$ cat src/rtl/pwr_wake_ctrl.sv
module pwr_wake_ctrl #(
  parameter int NUM_IRQ = 8,
  parameter int SEL_W   = 2
) (
  input  logic               clk,
  input  logic               rst_n,
  input  logic               sleep_op,
  input  logic               clrwdt_op,
  input  logic               idle_en,
  input  logic [SEL_W-1:0]   clk_sel,
  input  logic               pri_ext,
  input  logic [NUM_IRQ-1:0] irq_flag,
  input  logic [NUM_IRQ-1:0] irq_en,
  input  logic               gie,
  input  logic               wdt_timeout,
  input  logic               clk_fail,
  input  logic               osc_ready,
  input  logic               wdt_fscm_en,
  output logic [2:0]         mode,
  output logic               cpu_clk_en,
  output logic               per_clk_en,
  output logic               pri_osc_en,
  output logic               rc_osc_en,
  output logic               ost_start,
  output logic               osc_run_sts,
  output logic               vector_pulse,
  output logic               wdt_rst_pulse,
  output logic               wdt_clr
);
  typedef enum logic [2:0] {
    M_RUN_PRI  = 3'd0,
    M_RUN_RC   = 3'd1,
    M_IDLE_PRI = 3'd2,
    M_IDLE_RC  = 3'd3,
    M_SLEEP    = 3'd4,
    M_OST_WAIT = 3'd5
  } mode_e;

  mode_e st, st_n;
  logic  sts_q, sts_n, pend_q, pend_n;
  logic  ost_n, vec_n, wrst_n, wclr_n;

  wire irq_hit = |(irq_flag & irq_en);
  wire pri_sel = |clk_sel;
  wire in_run  = (st == M_RUN_PRI) || (st == M_RUN_RC);
  wire in_idle = (st == M_IDLE_PRI) || (st == M_IDLE_RC);

  always_comb begin
    st_n   = st;
    sts_n  = sts_q;
    pend_n = pend_q;
    ost_n  = 1'b0;
    vec_n  = 1'b0;
    wrst_n = 1'b0;
    wclr_n = clk_fail | (in_run & (sleep_op | clrwdt_op));
    case (st)
      M_RUN_PRI, M_RUN_RC: begin
        if (wdt_timeout) begin
          st_n   = M_RUN_RC;
          sts_n  = 1'b0;
          pend_n = 1'b0;
          wrst_n = 1'b1;
        end else if (sleep_op) begin
          pend_n = 1'b0;
          if (!idle_en) begin
            st_n  = M_SLEEP;
            sts_n = 1'b0;
          end else if (pri_sel && st == M_RUN_PRI) begin
            st_n = M_IDLE_PRI;
          end else begin
            st_n  = M_IDLE_RC;
            sts_n = 1'b0;
          end
        end else if (st == M_RUN_PRI) begin
          if (!pri_sel) begin
            st_n  = M_RUN_RC;
            sts_n = 1'b0;
          end
        end else if (!pri_sel) begin
          pend_n = 1'b0;
        end else if (pri_ext || (pend_q && osc_ready)) begin
          st_n   = M_RUN_PRI;
          sts_n  = 1'b1;
          pend_n = 1'b0;
        end else if (!pend_q) begin
          pend_n = 1'b1;
          ost_n  = 1'b1;
        end
      end
      M_IDLE_PRI, M_IDLE_RC, M_SLEEP: begin
        if (irq_hit || wdt_timeout) begin
          vec_n = irq_hit & gie;
          if (!pri_sel) begin
            st_n  = M_RUN_RC;
            sts_n = 1'b0;
          end else if (st == M_IDLE_PRI || pri_ext) begin
            st_n  = M_RUN_PRI;
            sts_n = 1'b1;
          end else begin
            st_n  = M_OST_WAIT;
            ost_n = 1'b1;
          end
        end
      end
      M_OST_WAIT: begin
        if (osc_ready) begin
          st_n  = M_RUN_PRI;
          sts_n = 1'b1;
        end
      end
      default: st_n = M_RUN_RC;
    endcase
  end

  always_ff @(posedge clk or negedge rst_n) begin
    if (!rst_n) begin
      st            <= M_RUN_RC;
      sts_q         <= 1'b0;
      pend_q        <= 1'b0;
      ost_start     <= 1'b0;
      vector_pulse  <= 1'b0;
      wdt_rst_pulse <= 1'b0;
      wdt_clr       <= 1'b0;
    end else begin
      st            <= st_n;
      sts_q         <= sts_n;
      pend_q        <= pend_n;
      ost_start     <= ost_n;
      vector_pulse  <= vec_n;
      wdt_rst_pulse <= wrst_n;
      wdt_clr       <= wclr_n;
    end
  end

  assign mode        = st;
  assign osc_run_sts = sts_q;
  assign cpu_clk_en  = in_run;
  assign per_clk_en  = in_run | in_idle;
  assign pri_osc_en  = (st == M_RUN_PRI) || (st == M_IDLE_PRI) || (st == M_OST_WAIT) ||
                       ((st == M_RUN_RC) && pend_q);
  assign rc_osc_en   = (st == M_RUN_RC) || (st == M_IDLE_RC) || wdt_fscm_en;
endmodule


$ cat config.mk
export PLATFORM = sky130hd
export DESIGN_NAME = pwr_wake_ctrl
export DESIGN_NICKNAME = d
export VERILOG_FILES = /design/src/rtl/pwr_wake_ctrl.sv
export SDC_FILE = /design/constraint.sdc
export NUM_CORES = 1
export LEC_CHECK = 0
export ABC_AREA = 0
export BUFFER_PORTS_ARGS = -buffer_cell sky130_fd_sc_hd__buf_2
export CAP_MARGIN = 20
export CORE_MARGIN = 1
export CORE_UTILIZATION = 35
export CTS_BUF_LIST = sky130_fd_sc_hd__clkbuf_8
export DETAILED_ROUTE_END_ITERATION = 8
export HOLD_SLACK_MARGIN = 0.1
export PLACE_DENSITY = 0.67
export SLEW_MARGIN = 20
export SYNTH_ARGS = -nofsm -noshare
export SYNTH_HDL_FRONTEND = slang
export SYNTH_SLANG_ARGS = --single-unit
$ cat constraint.sdc
create_clock -name clk -period 1.9 [get_ports clk]
set_input_delay 0.38 -clock clk [delete_from_list [all_inputs] [get_ports clk]]
set_output_delay 0.38 -clock clk [all_outputs]
set_load 0.1 [all_outputs]
==> results.json <==
{
  "track_usage_pct": 24.6,
  "grt_pass1_vias": 809,
  "via_count": 906,
  "numCtsBuffers": 3,
  "synth_fp_nets": 106,
  "cellPowerDensity_nw_per_um2": 1480,
  "diodes": 0,
  "fin_crit_ps": 1900,
  "root_buffer": "clkbuf_8",
  "layout-drive-gt1-share_pct": 59.6,
  "skew_ps": 5.23,
  "postSynthAreaPerCell_sq_um": 8.92,
  "crit_path_max_incr_delay_ps": 540,
  "synth_area_sq_um": 687,
  "path_max_fanout": 7,
  "start_util_pct": 38.5,
  "drtPass1Iterations": 4,
  "wirelength_um": 2490,
  "final_common_cell": "buf_2",
  "crit_start": "mode[1]$_DFFE_PN0P_",
  "viasPerCell": 5.63,
  "area.growth.synth_to_final_pct": 72.9,
  "yosysSeqAreaShare_pct": 33.0,
  "drv_slew": 0,
  "worstSetupStartpointType": "flip-flop",
  "worstPathArrival_ps": 2060,
  "cts_buffer_depth": 2,
  "ios": 41,
  "die_w_um": 46.3,
  "synth-edff-count": 0,
  "drc": 0,
  "stdcell_count": 161,
  "place.port_buffers": 40,
  "p_leak_uw": 0.000580,
  "drtIter0Drc": 43,
  "status": "completed",
  "path_class": "reg -> reg",
  "r2r-start": "mode[1]$_DFFE_PN0P_",
  "hold_viol_final": 0,
  "layout_common_cells": "buf_2 (36), buf_4 (16), nor2_1 (7), o21ai_0 (7), dfrtp_1 (6)",
  "clkSinkCount": 9,
  "synth_ff_type": "dfrtp_1",
  "async_reset_ff_share_pct": 100,
  "power_uw": 1760,
  "hold_path_class": "in -> reg",
  "slowest_stage": "or4_4",
  "grt_max_degree": 13,
  "ant_nets": 0,
  "hp-start": "clk_fail",
  "maxCapViolations": 0,
  "ir_drop_uv": 1300,
  "whs_ps": 336,
  "ys.warnings.count": 0,
  "finalSetupViolCount": 0,
  "slew_headroom_pct": 67.2,
  "max_freq_mhz": 527,
  "die-area_sq_um": 2140,
  "cts.reportedPaths.clkPinSlew_ps": 50,
  "worst_slew_pin_slew_ps": 495,
  "critPathCaptureType": "flip-flop",
  "routedWlPerCell_um": 15.4,
  "syn-instance-count": 77,
  "dieHeight_um": 46.3,
  "grt_overflow": 0,
  "hpwl_um": 1810,
  "rsz0062_at_grt": "true",
  "grt_pass1_wl_um": 3580,
  "cts_max_level": 1,
  "dp.cells": 147,
  "crit_chain": "or4_4 > a31oi_1 > o22a_2 > or2_4 > mux2_4",
  "cp.required_ps": 2060,
  "cts_tree": "done",
  "yosys.cell_types.count": 38,
  "antenna_found_initial": 0,
  "gp_congestion": 0.914,
  "coreArea_sq_um": 1780,
  "finalCritPeriodShare_pct": 99.9,
  "yosys_register_bits": 9,
  "finalNetCount": 166,
  "rows": 15,
  "clk_latency_ps": 240
}
## path summary, 6_finish.rpt
path / end / depth (start not counted) / slack (ps)
min: wdt_clr$_DFF_PN0_ / 2 / 340
min in group asynchronous: wdt_rst_pulse$_DFF_PN0_ / 2 / 550
max reg2reg: mode[0]$_DFFE_PN1P_ / 5 / 1
max: mode[0]$_DFFE_PN1P_ / 5 / 1
min reg2reg: osc_run_sts$_DFFE_PN0P_ / 1 / 530
max in group asynchronous: mode[0]$_DFFE_PN1P_ / 2 / 1090
## layer usage
layer	up-vias	track usage (%)	part of all wire, %
li1	418	-	-
met1	408	29.0	36
met2	71	41.7	51
met3	9	2.35	11
met4	0	15.9	3.0
met5	-	0	0
## power by group
group,total (uW),switching [uW],internal (uW)
Combinational,1230,799,429
Clock,228,84.3,144
Sequential,306,59.2,247
## critical path, delay by kind of cell, from the launching register on
family | cells | cell delay [ps]
DFF | 1 | 500
AOI/OAI and AO/OA | 2 | 370
and+or+nand+nor | 2 | 670
muxes | 1 | 290
## cell type report
| type | instances | area (sq um) |
|---|---|---|
| flip-flops and latches | 9 | 234 |
| fillers | 146 | 596 |
| clock inverters | 1 | 5.00 |
| multi-input cells | 61 | 453 |
| repair buffers | 59 | 408 |
| clock buffers | 3 | 41.3 |
| inverters | 3 | 15.0 |
| well taps | 25 | 31.3 |
## metrics by stage
| stage | utilization [%] | worst slack, ps | area (sq um) | TNS [ps] |
|---|---|---|---|---|
| floorplan | - | -261 | 729 | -1000 |
| global route | 66.6 | -36.5 | 1190 | -57.1 |
| CTS | 61.6 | 5.09 | 1100 | 0 |
| global placement | 58.2 | 48.7 | 1040 | 0 |
| finish | 66.6 | 1.49 | 1190 | 0 |
| detailed placement | 58.2 | 18.3 | 1040 | 0 |
## what timing repair did
action | CTS | global route
gates cloned | 0 | 0
hold buffers | 1 | 0
pin swaps | 1 | 3
gates resized for setup | 1 | 6
setup endpoints to repair | 1 | 4
setup buffers | 0 | 9
endpoints found under the hold margin | 8 | 0
## cells by family after synthesis
family	synth area share, %
AOI/OAI and AO/OA	33.9
buffers and inverters	6.74
DFF	33.0
muxes	4.37
and+or+nand+nor	22.0
## cells in the mapped netlist, drive strengths merged (2+ instances only)
cell type	count	area share, %
a21o	2	2.2
a21oi	5	3.6
o21ai	8	5.8
dfrtp	8	29
nand2b	2	2.2
and3b	2	2.7
inv	3	1.6
buf	3	4.4
mux2	2	4.4
nor3	4	2.9
nor2	8	4.4
or2	2	1.8
a22oi	4	4.4
o31ai	4	4.4
## sequential cells by signal, indices dropped and copies added (netlist names)
register / cells
mode: 3
osc_run_sts: 1
ost_start: 1
pend_q: 1
vector_pulse: 1
wdt_clr: 1
wdt_rst_pulse: 1
Note: power is estimated with default switching activity, not from simulation.
